File: src/rtl/scan_pkg.sv
package scan_pkg;

  typedef enum logic [1:0] {
    MUL_NONE = 2'b00,
    MUL_BOTH = 2'b01,
    MUL_RSVD = 2'b10,
    MUL_PIX  = 2'b11
  } mul_mode_e;

  typedef struct packed {
    logic line_dbl;
    logic pix_dbl;
  } rep_sel_t;

  // Turns the raw code and the interlace bit into the repetition actually applied.
  function automatic rep_sel_t decode_rep(input logic [1:0] code, input logic il);
    rep_sel_t r;
    r = '{line_dbl: 1'b0, pix_dbl: 1'b0};
    case (mul_mode_e'(code))
      MUL_BOTH: if (!il) r = '{line_dbl: 1'b1, pix_dbl: 1'b1};
      MUL_PIX:  r.pix_dbl = 1'b1;
      default:  r = '{line_dbl: 1'b0, pix_dbl: 1'b0};
    endcase
    return r;
  endfunction

endpackage

File: src/rtl/scan_frame_regs.sv
module scan_frame_regs
  import scan_pkg::*;
#(
  parameter int unsigned ADDR_W = 32
) (
  input  logic              clk,
  input  logic              rst_n,
  input  logic              vsync,
  input  logic [ADDR_W-1:0] cfg_base_a,
  input  logic [ADDR_W-1:0] cfg_base_b,
  input  logic [ADDR_W-1:0] cfg_stride,
  input  logic              cfg_interlace,
  input  logic [1:0]        cfg_mult,
  output logic [ADDR_W-1:0] sh_base_a,
  output logic [ADDR_W-1:0] sh_base_b,
  output logic [ADDR_W-1:0] sh_stride,
  output logic              field_id,
  output logic              line_dbl,
  output logic              pix_dbl,
  output logic              mode_err,
  output logic              rsvd_flag
);

  rep_sel_t rep_next;
  logic     illegal_combo;
  logic     reserved_code;

  assign rep_next      = decode_rep(cfg_mult, cfg_interlace);
  assign illegal_combo = cfg_interlace && (mul_mode_e'(cfg_mult) == MUL_BOTH);
  assign reserved_code = (mul_mode_e'(cfg_mult) == MUL_RSVD);

  always_ff @(posedge clk or negedge rst_n) begin
    if (!rst_n) begin
      sh_base_a <= '0;
      sh_base_b <= '0;
      sh_stride <= '0;
      field_id  <= 1'b1;
      line_dbl  <= 1'b0;
      pix_dbl   <= 1'b0;
      mode_err  <= 1'b0;
      rsvd_flag <= 1'b0;
    end else if (vsync) begin
      sh_base_a <= cfg_base_a;
      sh_base_b <= cfg_base_b;
      sh_stride <= cfg_stride;
      field_id  <= cfg_interlace ? ~field_id : 1'b0;
      line_dbl  <= rep_next.line_dbl;
      pix_dbl   <= rep_next.pix_dbl;
      mode_err  <= illegal_combo;
      rsvd_flag <= reserved_code;
    end
  end


  err_no_rep_chk: assert property (@(posedge clk) disable iff (!rst_n)
    mode_err |-> (!line_dbl && !pix_dbl));


  rsvd_no_rep_chk: assert property (@(posedge clk) disable iff (!rst_n)
    rsvd_flag |-> (!line_dbl && !pix_dbl));


  field_hold_chk: assert property (@(posedge clk) disable iff (!rst_n)
    !vsync |=> $stable(field_id));


  line_dbl_needs_pix_chk: assert property (@(posedge clk) disable iff (!rst_n)
    line_dbl |-> pix_dbl);

endmodule

File: src/rtl/scan_line_gen.sv
module scan_line_gen #(
  parameter int unsigned ADDR_W = 32,
  parameter int unsigned LINE_W = 11
) (
  input  logic              clk,
  input  logic              rst_n,
  input  logic              vsync,
  input  logic              hsync,
  input  logic              field_id,
  input  logic [ADDR_W-1:0] sh_base_a,
  input  logic [ADDR_W-1:0] sh_base_b,
  input  logic [ADDR_W-1:0] sh_stride,
  input  logic              line_dbl,
  output logic [ADDR_W-1:0] line_addr,
  output logic              line_addr_vld
);

  function automatic logic [ADDR_W-1:0] line_start(
    input logic [ADDR_W-1:0] base,
    input logic [LINE_W-1:0] idx,
    input logic [ADDR_W-1:0] stride
  );
    return base + ADDR_W'(idx) * stride;
  endfunction

  logic [LINE_W-1:0] line_idx;
  logic              rep_q;
  logic              line_evt;
  logic              line_step;
  logic [ADDR_W-1:0] field_base;

  assign line_evt   = hsync && !vsync;
  assign line_step  = line_evt && (!line_dbl || rep_q);
  assign field_base = field_id ? sh_base_b : sh_base_a;

  always_ff @(posedge clk or negedge rst_n) begin
    if (!rst_n) begin
      line_idx      <= '0;
      rep_q         <= 1'b0;
      line_addr     <= '0;
      line_addr_vld <= 1'b0;
    end else begin
      line_addr_vld <= line_evt;
      if (vsync) begin
        line_idx <= '0;
        rep_q    <= 1'b0;
      end else if (line_evt) begin
        line_addr <= line_start(field_base, line_idx, sh_stride);
        rep_q     <= line_dbl ? ~rep_q : 1'b0;
        if (line_step) line_idx <= line_idx + 1'b1;
      end
    end
  end


  dbl_pair_chk: assert property (@(posedge clk) disable iff (!rst_n)
    (line_evt && line_dbl && rep_q) |=> (line_addr == $past(line_addr)));


  vld_single_chk: assert property (@(posedge clk) disable iff (!rst_n)
    (line_addr_vld && !$past(hsync)) |-> 1'b0);

endmodule

File: src/rtl/scan_pix_rep.sv
module scan_pix_rep #(
  parameter int unsigned PIX_W = 24
) (
  input  logic             clk,
  input  logic             rst_n,
  input  logic             vsync,
  input  logic             hsync,
  input  logic             act,
  input  logic             pix_dbl,
  input  logic [PIX_W-1:0] mem_pix,
  output logic             fetch_req,
  output logic [PIX_W-1:0] pix_out,
  output logic             pix_out_vld
);

  logic             phase_q;
  logic             rep_slot;
  logic             fetch_d;
  logic             rep_d;
  logic [PIX_W-1:0] hold_q;

  assign fetch_req = act && (!pix_dbl || !phase_q);
  assign rep_slot  = act && pix_dbl && phase_q;

  always_ff @(posedge clk or negedge rst_n) begin
    if (!rst_n) begin
      phase_q     <= 1'b0;
      fetch_d     <= 1'b0;
      rep_d       <= 1'b0;
      hold_q      <= '0;
      pix_out     <= '0;
      pix_out_vld <= 1'b0;
    end else begin
      if (vsync || hsync)      phase_q <= 1'b0;
      else if (act && pix_dbl) phase_q <= ~phase_q;
      fetch_d     <= fetch_req;
      rep_d       <= rep_slot;
      pix_out_vld <= fetch_d || rep_d;
      if (fetch_d) begin
        pix_out <= mem_pix;
        hold_q  <= mem_pix;
      end else if (rep_d) begin
        pix_out <= hold_q;
      end
    end
  end


  fetch_gap_chk: assert property (@(posedge clk) disable iff (!rst_n)
    (fetch_req && pix_dbl && !hsync && !vsync) |=> !fetch_req);


  rep_same_chk: assert property (@(posedge clk) disable iff (!rst_n)
    rep_d |=> (pix_out == $past(pix_out)));


  out_follows_req_chk: assert property (@(posedge clk) disable iff (!rst_n)
    fetch_req |=> ##1 pix_out_vld);

endmodule

File: src/rtl/scan_plane_gen.sv
module scan_plane_gen #(
  parameter int unsigned ADDR_W = 32,
  parameter int unsigned PIX_W  = 24,
  parameter int unsigned LINE_W = 11
) (
  input  logic              clk,
  input  logic              rst_n,
  input  logic [ADDR_W-1:0] cfg_base_a,
  input  logic [ADDR_W-1:0] cfg_base_b,
  input  logic [ADDR_W-1:0] cfg_stride,
  input  logic              cfg_interlace,
  input  logic [1:0]        cfg_mult,
  input  logic              vsync,
  input  logic              hsync,
  input  logic              act,
  input  logic [PIX_W-1:0]  mem_pix,
  output logic              fetch_req,
  output logic [ADDR_W-1:0] line_addr,
  output logic              line_addr_vld,
  output logic [PIX_W-1:0]  pix_out,
  output logic              pix_out_vld,
  output logic              field_id,
  output logic              mode_err,
  output logic              rsvd_flag
);

  logic [ADDR_W-1:0] sh_base_a;
  logic [ADDR_W-1:0] sh_base_b;
  logic [ADDR_W-1:0] sh_stride;
  logic              line_dbl;
  logic              pix_dbl;

  scan_frame_regs #(.ADDR_W(ADDR_W)) regs_i (
    .clk           (clk),
    .rst_n         (rst_n),
    .vsync         (vsync),
    .cfg_base_a    (cfg_base_a),
    .cfg_base_b    (cfg_base_b),
    .cfg_stride    (cfg_stride),
    .cfg_interlace (cfg_interlace),
    .cfg_mult      (cfg_mult),
    .sh_base_a     (sh_base_a),
    .sh_base_b     (sh_base_b),
    .sh_stride     (sh_stride),
    .field_id      (field_id),
    .line_dbl      (line_dbl),
    .pix_dbl       (pix_dbl),
    .mode_err      (mode_err),
    .rsvd_flag     (rsvd_flag)
  );

  scan_line_gen #(.ADDR_W(ADDR_W), .LINE_W(LINE_W)) line_i (
    .clk           (clk),
    .rst_n         (rst_n),
    .vsync         (vsync),
    .hsync         (hsync),
    .field_id      (field_id),
    .sh_base_a     (sh_base_a),
    .sh_base_b     (sh_base_b),
    .sh_stride     (sh_stride),
    .line_dbl      (line_dbl),
    .line_addr     (line_addr),
    .line_addr_vld (line_addr_vld)
  );

  scan_pix_rep #(.PIX_W(PIX_W)) pix_i (
    .clk         (clk),
    .rst_n       (rst_n),
    .vsync       (vsync),
    .hsync       (hsync),
    .act         (act),
    .pix_dbl     (pix_dbl),
    .mem_pix     (mem_pix),
    .fetch_req   (fetch_req),
    .pix_out     (pix_out),
    .pix_out_vld (pix_out_vld)
  );

endmodule

File: config.mk
export PLATFORM = sky130hd
export DESIGN_NAME = scan_plane_gen
export DESIGN_NICKNAME = d
export VERILOG_FILES = /design/src/rtl/scan_pkg.sv /design/src/rtl/scan_frame_regs.sv /design/src/rtl/scan_line_gen.sv /design/src/rtl/scan_pix_rep.sv /design/src/rtl/scan_plane_gen.sv
export SDC_FILE = /design/constraint.sdc
export NUM_CORES = 1
export LEC_CHECK = 0
export ABC_AREA = 1
export BUFFER_PORTS_ARGS = -buffer_cell sky130_fd_sc_hd__buf_2
export CORE_UTILIZATION = 40
export DETAILED_ROUTE_END_ITERATION = 12
export GPL_ROUTABILITY_DRIVEN = 0
export HOLD_SLACK_MARGIN = 0.02
export PLACE_DENSITY = 0.69
export SETUP_SLACK_MARGIN = 0.3
export SYNTH_ARGS = -nofsm -noshare
export SYNTH_HDL_FRONTEND = slang
export SYNTH_SLANG_ARGS = --single-unit
File: constraint.sdc
create_clock -name clk -period 6.85 [get_ports clk]
set_clock_uncertainty 0.05 [all_clocks]
set_input_delay 0.685 -clock clk [delete_from_list [all_inputs] [get_ports clk]]
set_output_delay 0.685 -clock clk [all_outputs]
set_load 0.02 [all_outputs]
## Word level (Yosys, flattened, before mapping)

Cells that the tools add are included.

| word-level totals | value |
|---|---|
| bits of input ports | 128 |
| logic and storage cells | 63 |
| bits in registers | 198 |
| output and inout port bits | 62 |

| operators by class | value |
|---|---|
| bitwise gates (word level) | 4 |
| add/subtract/negate cells | 2 |
| reductions and logical operators | 20 |
| $mul | 1 |
| muxes and demuxes | 15 |
| equality and inequality tests | 3 |

Operator list:

| operator | number |
|---|---|
| 24-bit 2-to-1 mux | 2 |
| 11-bit 2-to-1 mux | 3 |
| 32-bit adder | 1 |
| 11-bit by 32-bit multiplier with 32-bit output | 1 |
| 32-bit 2-to-1 mux | 1 |
| 11-bit by 1-bit adder with 11-bit output (second input constant) | 1 |
| 2-bit nonzero test | 4 |
| 1-bit 2-to-1 mux | 7 |
| 1-bit logical AND | 6 |
| 2-bit equality test (second input constant) | 2 |
| 1-bit logical NOT | 4 |
| 1-bit logical OR | 4 |
| 1-bit inverter | 4 |
| 2-bit AND reduction | 2 |
| 2-bit by 1-bit equality test with 1-bit output (second input constant) | 1 |
| 2-bit 2-to-1 mux | 1 |
| 1-bit one-hot mux with 2 select lines | 1 |

## Depth between registers and ports, before layout

Gate-level depths: netlist of run 1.

| logic depth | value |
|---|---|
| depth after elaboration | 6 |
| depth in mapped cells | 29 |
| mapped depth without buffers | 27 |

## Cells and area by module

A second synthesis of run 1 with hierarchy kept.

| unflattened totals | value |
|---|---|
| cells, all modules | 2285 |
| area, all modules | 18221.2 um2 |

Modules (own cells, without submodules):

| module | area an instance (um2) | instances | cells each |
|---|---|---|---|
| scan_line_gen | 12321.8 | 1 | 1635 |
| scan_frame_regs | 3873.7 | 1 | 435 |
| scan_pix_rep | 2025.7 | 1 | 215 |

## Least setup slack after synthesis of run 1

OpenSTA, ideal clock, no wires.

| timing | value |
|---|---|
| kind | reg2reg |
| from | register line_i.line_idx[2] |
| to | register line_i.line_addr[24] |
| buffers on the path | 2 |
| arrival | 4.832 ns |
| clock period less this slack | 5.000 ns |
| path slack | 1.850 ns |
| stages on the path, launching flop included | 22 |
| data required time | 6.682 ns |
| path through | dfrtp_1 > clkbuf_1 > clkbuf_1 > nand2_1 > fa_1 > fa_1 > fa_1 > inv_1 > fa_1 > inv_1 > fa_1 > inv_1 > ha_1 > a21oi_1 > nor2_1 > nor2_1 > o21bai_1 > nand2_1 > nand3_1 > or2_1 > nand3_1 > nand2_1 |

| on the way | value |
|---|---|
| longest elaborated chain between the ends | 2 |

RTL lines:

| element | line | text |
|---|---|---|
| from (decl) | scan_line_gen.sv:26 | `logic [LINE_W-1:0] line_idx;` |
| from (signal assigned) | scan_line_gen.sv:50 | `if (line_step) line_idx <= line_idx + 1'b1;` |
| 11-bit by 32-bit multiplier with 32-bit output | scan_line_gen.sv:23 | `return base + ADDR_W'(idx) * stride;` |
| 32-bit adder | scan_line_gen.sv:23 |  |
| to (signal assigned) | scan_line_gen.sv:48 | `line_addr <= line_start(field_base, line_idx, sh_stride);` |
| to (decl) | scan_line_gen.sv:14 | `output logic [ADDR_W-1:0] line_addr,` |

No other way between the ends.
A chain may end at the register's enable or synchronous reset.

## Worst setup path in the final report of run 1

| timing | value |
|---|---|
| from | register line_i.line_idx[5] |
| to | register line_i.line_addr[22] |

Same word-level chain as after synthesis.

==> results of run 1 <==
==> where the power goes <==
| part | internal [uW] | leakage, uW | switching (uW) |
|---|---|---|---|
| registers | 1340 | 0.00242 | 171 |
| clock network | 574 | 0.000307 | 529 |
| logic | 517 | 0.00824 | 991 |
| total | 2430 | 0.0110 | 1690 |
==> final timing paths <==
check / end / slack, ns / from / cells after the start
worst max-delay path: line_i.line_addr[22]$_DFFE_PN0P_ / 1.20 / line_i.line_idx[5]$_DFFE_PN0P_ / 19
worst min-delay path: regs_i.sh_base_b[5]$_DFFE_PN0P_ / 0.16 / rst_n / 1
worst max register to register: line_i.line_addr[22]$_DFFE_PN0P_ / 1.20 / line_i.line_idx[5]$_DFFE_PN0P_ / 19
worst min register to register: line_i.line_addr[2]$_DFFE_PN0P_ / 0.42 / line_i.line_addr[2]$_DFFE_PN0P_ / 2
max in group asynchronous: regs_i.rsvd_flag$_DFFE_PN0P_ / 5.11 / rst_n / 2
min in group clk: regs_i.sh_stride[3]$_DFFE_PN0P_ / 0.36 / cfg_stride[3] / 3
==> registers in the layout, summed over array words and instances (netlist names), 11 cells and up <==
name / count
line_i.line_addr: 32
regs_i.sh_base_a: 32
regs_i.sh_base_b: 32
pix_i.hold_q: 24
pix_i.pix_out: 24
line_i.line_idx: 11
regs_i.sh_stride: 32
==> routing by layer <==
layer	routed length, um	track usage	vias to the layer above
met4	1620	0.0842	0
li1	-	-	6937
met3	3110	0.0330	83
met1	19500	0.286	7279
met2	23600	0.382	551
met5	0	0	-
==> stage by stage <==
stage	utilization	hold WS, ns	cell area [um2]	std cells	setup WS (ns)
after detailed placement	0.438	0.403	19300	2978	1.30
final	0.452	0.163	20000	3016	1.20
after floorplan	-	0.339	17900	2285	1.85
after global routing	0.452	0.219	20000	3016	0.844
after CTS	0.452	0.191	19900	3010	1.28
after global placement	0.438	0.400	19300	2978	1.39
==> layout by cell type, fill, tap and decap left out, drive strengths merged, types with 4 or more instances in the layout <==
master    n
nand2   806
inv     502
fa      249
buf     208
dfrtp   197
o21ai   115
nor2     70
nand3    53
ha       51
a21oi    43
a31oi    26
clkbuf   19
nand4    13
xor2      9
nor3      9
xnor2     7
diode     6
or2       6
nand3b    5
nor4      4
a21o      4
o21bai    4
clkinv    4
==> cell families after synthesis <==
logic type	count (synthesis)
buffers and inverters	604
adders and majority gates	300
AOI/OAI and AO/OA	199
DFF	198
and+or+nand+nor	968
xor gates and xnor gates	16
==> area by class of cell <==
type,instances,area (um2),share of cell area
well taps,592,741,0.0371
multi-input cells,1483,10600,0.533
flip-flops and latches,198,4960,0.248
diodes,6,15.0,0.000752
clock inverters,14,203,0.0102
repair buffers,209,1110,0.0555
inverters,496,1860,0.0933
clock buffers,18,439,0.0220
==> worst reg2reg max path, stage by stage (launching register included) <==
cell     delay [ns]
dfrtp_1        1.11
nand2_1        0.20
fa_1           0.58
inv_1          0.06
fa_1           0.56
fa_1           0.45
fa_1           0.50
inv_1          0.05
fa_1           0.47
inv_1          0.04
ha_1           0.39
nand2_1        0.13
nor2_1         0.22
inv_1          0.08
nor2_1         0.17
nand4_1        0.14
nand3_1        0.15
or2_1          0.11
nand3_1        0.06
nand2_1        0.07
==> flow_metrics.env, run 1 <==
export IMPL_synth_top_family_by_area="adder cells"
export IMPL_wire_per_inst_um=15.8
export IMPL_htree_levels=4
export IMPL_syn_nets=2713
export IMPL_cellLeakagePower_uw=0.0110
export IMPL_vias=14900
export IMPL_port_buffers=189
export IMPL_die_x_um=213
export IMPL_clock_latency_ns=0.47
export IMPL_fp_dieArea_mm2=0.0455
export IMPL_required_ns=7.20
export IMPL_clock_fmax_mhz=177
export IMPL_ios=190
export IMPL_drt_wl_total_mm=47.8
export IMPL_status="complete, no violations"
export IMPL_drtAntennaViolNets=0
export IMPL_async_reset_ff_frac=1.00
export IMPL_setup_viol=0
export IMPL_synth_seq_cells=198
export IMPL_yosys_area_share_simple=0.213
export IMPL_cts_tree="done"
export IMPL_cts_sinks=198
export IMPL_grt_use_total=0.223
export IMPL_yosysTopAreaCell="fa_1"
export IMPL_initial_core_util=0.405
export IMPL_startpoint_type="flip-flop"
export IMPL_path_buf_inv=4
export IMPL_ys_flop_type="dfrtp_1"
export IMPL_yosysWarningCount=0
export IMPL_post_cts_buffers=0
export IMPL_firstDrtPassIters=6
export IMPL_drive_above_1_share=0.106
export IMPL_cpMostUsedCell="fa_1"
export IMPL_grt_max_degree=110
export IMPL_hold_buffers=0
export IMPL_setup_tns_ns=0
export IMPL_rsz0062_at_grt="false"
export IMPL_max_slew_margin=0.233
export IMPL_dp_hpwl_mm=37.6
export IMPL_num_rows=77
export IMPL_synth_compound_area_share=0.0599
export IMPL_endpoint_kind="flip-flop"
export IMPL_grt_pass1_vias=15500
export IMPL_crit_fanout=26
export IMPL_drc_errors=0
export IMPL_maxCapViolCount=0
export IMPL_die_y_um=213
export IMPL_min_period_over_period=0.824
export IMPL_final_hold_violation_count=0
export IMPL_fin_crit_ns=5.65
export IMPL_gr_total_overflow=0
export IMPL_area_growth_pct=11.7
export IMPL_critical_path_top_delay_family="adder cells"
export IMPL_cts_resized_gates=0
export IMPL_synth_most_common_cell="nand2_1"
export IMPL_clk_pin_slew_ns=0.07
export IMPL_synthMuxAreaShare=0
export IMPL_cts_buffers=17
export IMPL_synth_edf_count=0
export IMPL_p_per_area_mw_per_mm2=206
export IMPL_via_per_inst=4.92
export IMPL_ctsRootBufferMaster="clkbuf_16"
export IMPL_finalMaxSlewViolations=0
export IMPL_cts_buffer_depth=2
export IMPL_ys_types=37
export IMPL_worstMarginPinSlew_ns=1.15
export IMPL_drtIter0Drc=1301
export IMPL_cp_cell_sequence="nand2_1 > fa_1 > inv_1 > fa_1 > fa_1 > fa_1 > inv_1 > fa_1 > inv_1 > ha_1 > nand2_1 > nor2_1 > inv_1 > nor2_1 > nand4_1 > nand3_1 > or2_1 > nand3_1 > nand2_1"
export IMPL_fp_coreArea_mm2=0.0441
export IMPL_synthXorXnorAreaFrac=0.00784
export IMPL_layout_nets=2833
export IMPL_synth_area_mm2=0.0179
export IMPL_grt_pass1_wl_mm=78.9
export IMPL_fin_total_pwr_uw=4120
export IMPL_avgSynthCellArea_um2=7.82
export IMPL_slowest_delay_ns=1.11
export IMPL_synth_common_cells="nand2_1 (804), inv_1 (486), fa_1 (249)"
export IMPL_syn_instance_count=2285
export IMPL_synth_seq_area_share=0.277
export IMPL_slowest_stage="dfrtp_1"
export IMPL_synthAdderAreaFrac=0.315
export IMPL_hp_class="in2async"
export IMPL_synthTopCellsByArea="fa_1 (28%), dfrtp_1 (28%), nand2_1 (17%)"
export IMPL_antenna_found_initial=6
export IMPL_critPathArrivalTime_ns=6.00
export IMPL_irDropWorstVdd_mv=0.140
export IMPL_yosysTopAreaCellShare=0.279
export IMPL_fill_cells=4402
export IMPL_critPathKind="reg2reg"
(Power assumes the default switching activity.)
==> run 2, diff against run 1 <==
Clock period 6.85 ns to 5.81 ns, I/O delays scaled along.
==> run 2 against run 1 <==
  * Fmax up 6.7%
  * Hold slack worse by 0.056 ns
  * Design area up 0.59%
  * Sequential cell count unchanged
  * Highest routed layer unchanged
  * Via count up 0.11%
==> flow_metrics.env, run 2 (synthesis results as in run 1) <==
export IMPL_crit_fanout=52
export IMPL_critPathKind="reg2reg"
export IMPL_fp_dieArea_mm2=0.0455
export IMPL_post_dp_cell_area_mm2=0.0194
export IMPL_endpoint_kind="flip-flop"
export IMPL_cts_tree="done"
export IMPL_area_growth_pct=12.3
export IMPL_num_rows=77
export IMPL_required_ns=6.09
export IMPL_max_slew_margin=0.353
export IMPL_cts_sinks=198
export IMPL_ctsRootBufferMaster="clkbuf_16"
export IMPL_worstMarginPinSlew_ns=0.970
export IMPL_wl_met2_mm=22.9
export IMPL_hp_class="in2async"
export IMPL_die_y_um=213
export IMPL_final_hold_violation_count=0
export IMPL_final_area_mm2=0.0201
export IMPL_min_period_over_period=0.911
export IMPL_htree_levels=4
export IMPL_firstDrtPassIters=6
export IMPL_setup_viol=0
export IMPL_layout_nets=2841
export IMPL_grt_pass1_vias=15600
export IMPL_slowest_stage="dfstp_2"
export IMPL_initial_core_util=0.405
export IMPL_fin_util=0.455
export IMPL_gr_total_overflow=0
export IMPL_grt_use_total=0.226
export IMPL_slowest_delay_ns=0.72
export IMPL_grt_max_degree=110
export IMPL_cellLeakagePower_uw=0.0110
export IMPL_clock_latency_ns=0.47
export IMPL_drc_errors=0
export IMPL_p_per_area_mw_per_mm2=240
export IMPL_antenna_found_initial=11
export IMPL_drt_wl_total_mm=48.2
export IMPL_drive_above_1_share=0.113
export IMPL_crit_path_start="regs_i.field_id$_DFFE_PN1P_"
export IMPL_ios=190
export IMPL_critPathArrivalTime_ns=5.57
export IMPL_fin_crit_ns=5.29
export IMPL_path_buf_inv=5
export IMPL_reg2reg_from="regs_i.field_id$_DFFE_PN1P_"
export IMPL_die_x_um=213
export IMPL_startpoint_type="flip-flop"
export IMPL_drtAntennaViolNets=0
export IMPL_rsz0062_at_grt="false"
export IMPL_cp_cell_sequence="buf_12 > o21ai_0 > fa_1 > inv_1 > fa_1 > fa_1 > inv_1 > fa_1 > inv_1 > ha_1 > a21oi_1 > o21ai_1 > a21oi_1 > inv_1 > a21oi_1 > nand2_1 > nand2_1 > a31oi_1"
export IMPL_routed_top_layer="met4"
export IMPL_clock_fmax_mhz=189
export IMPL_final_cell_mix="nand2_1 (804), inv_1 (486), fa_1 (249)"
export IMPL_irDropWorstVdd_mv=0.173
export IMPL_fp_coreArea_mm2=0.0441
export IMPL_critical_path_top_delay_family="adder cells"
export IMPL_wire_per_inst_um=15.9
export IMPL_dp_hpwl_mm=37.6
export IMPL_port_buffers=189
export IMPL_wl_met1_mm=20.0
export IMPL_finalMaxSlewViolations=0
export IMPL_maxCapViolCount=0
export IMPL_grt_pass1_wl_mm=79.7
export IMPL_wl_met3_mm=3.08
export IMPL_drtIter0Drc=1154
export IMPL_setup_tns_ns=0
export IMPL_cts_buffers=17
export IMPL_status="complete, no violations"
export IMPL_final_common_cell="nand2_1"
export IMPL_post_cts_buffers=0
export IMPL_via_per_inst=4.91
export IMPL_vias=14900
export IMPL_cts_buffer_depth=2
export IMPL_clk_pin_slew_ns=0.08
==> run 2: cell count changes in the layout (fill, tap and decap cells not counted), sizes merged <==
cell    delta
buf        +8
diode      +5
clkinv     +4
inv        -2
bufinv     -1
clkbuf     -1
==> run 2: cell type report <==
type,instances,area [um2]
clock buffer,17,425
multi-input combinational,1483,10600
sequential,198,4970
inverter,496,1860
tap,592,741
timing repair buffer,217,1200
clock inverter,15,203
fill,4392,24000
antenna,11,27.5
==> run 2: worst paths after layout <==
| check | endpoint | slack (ns) | depth (start not counted) |
|---|---|---|---|
| worst max-delay path | line_i.line_addr[30]$_DFFE_PN0P_ | 0.52 | 18 |
| worst min-delay path | regs_i.sh_base_b[7]$_DFFE_PN0P_ | 0.11 | 1 |
| worst max register to register | line_i.line_addr[30]$_DFFE_PN0P_ | 0.52 | 18 |
| worst min register to register | regs_i.sh_base_a[6]$_DFFE_PN0P_ | 0.42 | 2 |
| max in group asynchronous | pix_i.hold_q[16]$_DFFE_PN0P_ | 4.27 | 2 |
| min in group clk | regs_i.sh_base_a[23]$_DFFE_PN0P_ | 0.26 | 3 |
==> run 2: worst register-to-register path: cells and delay by family (launching register included) <==
family / cells / cell delay [ns]
adder cells (fa/ha/maj): 5 / 2.46
flip-flops: 1 / 0.72
AO/OA/AOI/OAI: 6 / 1.29
buffers and inverters: 5 / 0.47
AND/OR/NAND/NOR: 2 / 0.16
==> run 2: routing by layer <==
metal  global-route usage  vias to the layer above
li1                     -                     6967
met1                0.286                     7215
met2                0.374                      540
met3               0.0417                      145
met4                0.111                        0
met5                    0                        -
==> run 2: repair_timing <==
action | 4_1_cts | 5_1_grt
cloned | 0 | 0
resized for setup | 2 | 12
setup endpoints to repair | 7 | 7
pin swaps | 0 | 0
hold buffers | 0 | 0
==> run 2: metrics by stage <==
step           worst slack (ns)  hold WS (ns)  total power, uW  std cells
3_5_place_dp              0.243         0.403             3580       2986
3_3_place_gp              0.237         0.399             3530       2986
4_1_cts                   0.506         0.155             4850       3018
5_1_grt                   0.300         0.181             5170       3028
6_report                  0.516         0.107             4820       3029
2_1_floorplan             0.810         0.235             2950       2285
==> run 2: power by group <==
group          internal [uW]  total (uW)  switching (uW)
sequential              1580        1760             184
combinational            615        1800            1180
clock                    625        1260             631
total                   2820        4820            2000
==> run 3, diff against run 2 <==
Settings changed: CTS_BUF_LIST set to sky130_fd_sc_hd__clkbuf_4 sky130_fd_sc_hd__clkbuf_8.
==> run 3 against run 2 <==
  * Sequential power hardly changed
  * Fmax is 0.65% higher
  * Critical path type unchanged
  * Sequential cell count stayed put
  * Highest routed layer unchanged
==> flow_metrics.env, run 3 (synthesis results as in run 1) <==
export IMPL_slowest_delay_ns=0.73
export IMPL_clk_pin_slew_ns=0.12
export IMPL_wire_per_inst_um=15.9
export IMPL_gr_total_overflow=0
export IMPL_max_slew_margin=0.355
export IMPL_layout_nets=2841
export IMPL_layout_setup_ws_ns=0.550
export IMPL_grt_pass1_wl_mm=79.5
export IMPL_reg2reg_from="regs_i.field_id$_DFFE_PN1P_"
export IMPL_min_period_over_period=0.905
export IMPL_grt_pass1_vias=15500
export IMPL_fill_cells=4415
export IMPL_hold_buffers=0
export IMPL_fin_crit_ns=5.26
export IMPL_firstDrtPassIters=6
export IMPL_hold_ws_ns=0.0524
export IMPL_endpoint_kind="flip-flop"
export IMPL_grt_max_degree=110
export IMPL_fp_coreArea_mm2=0.0441
export IMPL_drive_above_1_share=0.114
export IMPL_final_cell_mix="nand2_1 (804), inv_1 (486), fa_1 (249)"
export IMPL_register_area_mm2=0.00497
export IMPL_grt_use_total=0.226
export IMPL_die_x_um=213
export IMPL_r2r_worst_path_cells=17
export IMPL_dp_hpwl_mm=37.6
export IMPL_antenna_found_initial=9
export IMPL_area_growth_pct=11.3
export IMPL_place_ws_ns=0.243
export IMPL_setup_viol=0
export IMPL_clock_latency_ns=0.52
export IMPL_drc_errors=0
export IMPL_multi_input_area_mm2=0.0107
export IMPL_final_hold_violation_count=0
export IMPL_setup_tns_ns=0
export IMPL_cts_buffers=17
export IMPL_rsz0062_at_grt="true"
export IMPL_drt_wl_total_mm=48.1
export IMPL_ff2ff_setup_slack_ns=0.55
export IMPL_clock_fmax_mhz=190
export IMPL_drtAntennaViolNets=0
export IMPL_cts_buffer_depth=2
export IMPL_ios=190
export IMPL_final_common_cell="nand2_1"
export IMPL_startpoint_type="flip-flop"
export IMPL_cellLeakagePower_uw=0.0109
export IMPL_slowest_stage="dfstp_2"
export IMPL_worstMarginPinSlew_ns=0.967
export IMPL_critPathKind="reg2reg"
export IMPL_die_y_um=213
export IMPL_critPathArrivalTime_ns=5.61
export IMPL_cpMostUsedCell="fa_1"
export IMPL_r2r_end="line_i.line_addr[24]$_DFFE_PN0P_"
export IMPL_cts_tree="done"
export IMPL_final_cells=3027
export IMPL_post_cts_buffers=0
export IMPL_maxCapViolCount=0
export IMPL_required_ns=6.16
export IMPL_irDropWorstVdd_mv=0.152
export IMPL_num_rows=77
export IMPL_vias=14800
export IMPL_ctsRootBufferMaster="clkbuf_8"
export IMPL_cp_cell_sequence="buf_12 > o21ai_0 > fa_1 > inv_1 > fa_1 > fa_1 > inv_1 > fa_1 > inv_1 > ha_1 > a21oi_1 > o21ai_0 > a21oi_1 > nand3_1 > or2_1 > nand3_1 > nand2_1"
export IMPL_crit_fanout=52
export IMPL_placedCellCount=2986
export IMPL_hp_class="in2async"
export IMPL_initial_core_util=0.405
export IMPL_htree_levels=4
export IMPL_status="complete, no violations"
export IMPL_fp_dieArea_mm2=0.0455
export IMPL_finalMaxSlewViolations=0
export IMPL_fin_total_pwr_uw=4530
export IMPL_drtIter0Drc=1009
export IMPL_cts_sinks=198
export IMPL_p_per_area_mw_per_mm2=228
export IMPL_via_per_inst=4.90
export IMPL_port_buffers=189
run 3: layer usage:
metal  track usage  part of all wire  routed length (um)
met5             0                 0                   0
met4         0.100             0.039                1860
met3        0.0356             0.066                3170
met2         0.379              0.48               23300
met1         0.288              0.41               19800
run 3: timing repair:
action	in CTS	in global routing
resized for setup	2	14
setup endpoints to repair	7	7
pin swaps	0	0
endpoints found under the hold margin	0	0
run 3: layout make-up:
cell class | count | share of cell area
antenna | 9 | 0.00113
clock buffer | 17 | 0.0118
clock inverter | 15 | 0.0102
inverter | 496 | 0.0936
multi-input combinational | 1483 | 0.535
sequential | 198 | 0.250
tap | 592 | 0.0372
timing repair buffer | 217 | 0.0606
run 3: power by group:
part / internal [uW] / switching (uW)
registers: 1580 / 185
logic: 615 / 1190
clock network: 372 / 595
total: 2560 / 1960
run 3: worst max-delay path by stage:
stage                     slack (ns)                       startpoint                               end
after floorplan                 0.81   line_i.line_idx[2]$_DFFE_PN0P_  line_i.line_addr[24]$_DFFE_PN0P_
after global placement          0.24   line_i.line_idx[5]$_DFFE_PN0P_  line_i.line_addr[23]$_DFFE_PN0P_
after detailed placement        0.24   line_i.line_idx[5]$_DFFE_PN0P_  line_i.line_addr[23]$_DFFE_PN0P_
after CTS                       0.50   line_i.line_idx[2]$_DFFE_PN0P_  line_i.line_addr[30]$_DFFE_PN0P_
after global routing            0.27  regs_i.sh_stride[4]$_DFFE_PN0P_  line_i.line_addr[23]$_DFFE_PN0P_
final                           0.55      regs_i.field_id$_DFFE_PN1P_  line_i.line_addr[24]$_DFFE_PN0P_
run 3: per-stage QoR:
stage / instance area [um2] / utilization
detailed placement: 19400 / 0.440
finish: 19900 / 0.451
global route: 19900 / 0.451
CTS: 19800 / 0.450
global placement: 19400 / 0.440
floorplan: 17900 / -
run 3: worst max-delay path: cells and delay by family, from the launching register on:
family	cells	cell delay, ns
flops	1	0.73
simple gates	4	0.52
compound gates	4	0.93
buf+inv	4	0.42
fa+ha+maj	5	2.48
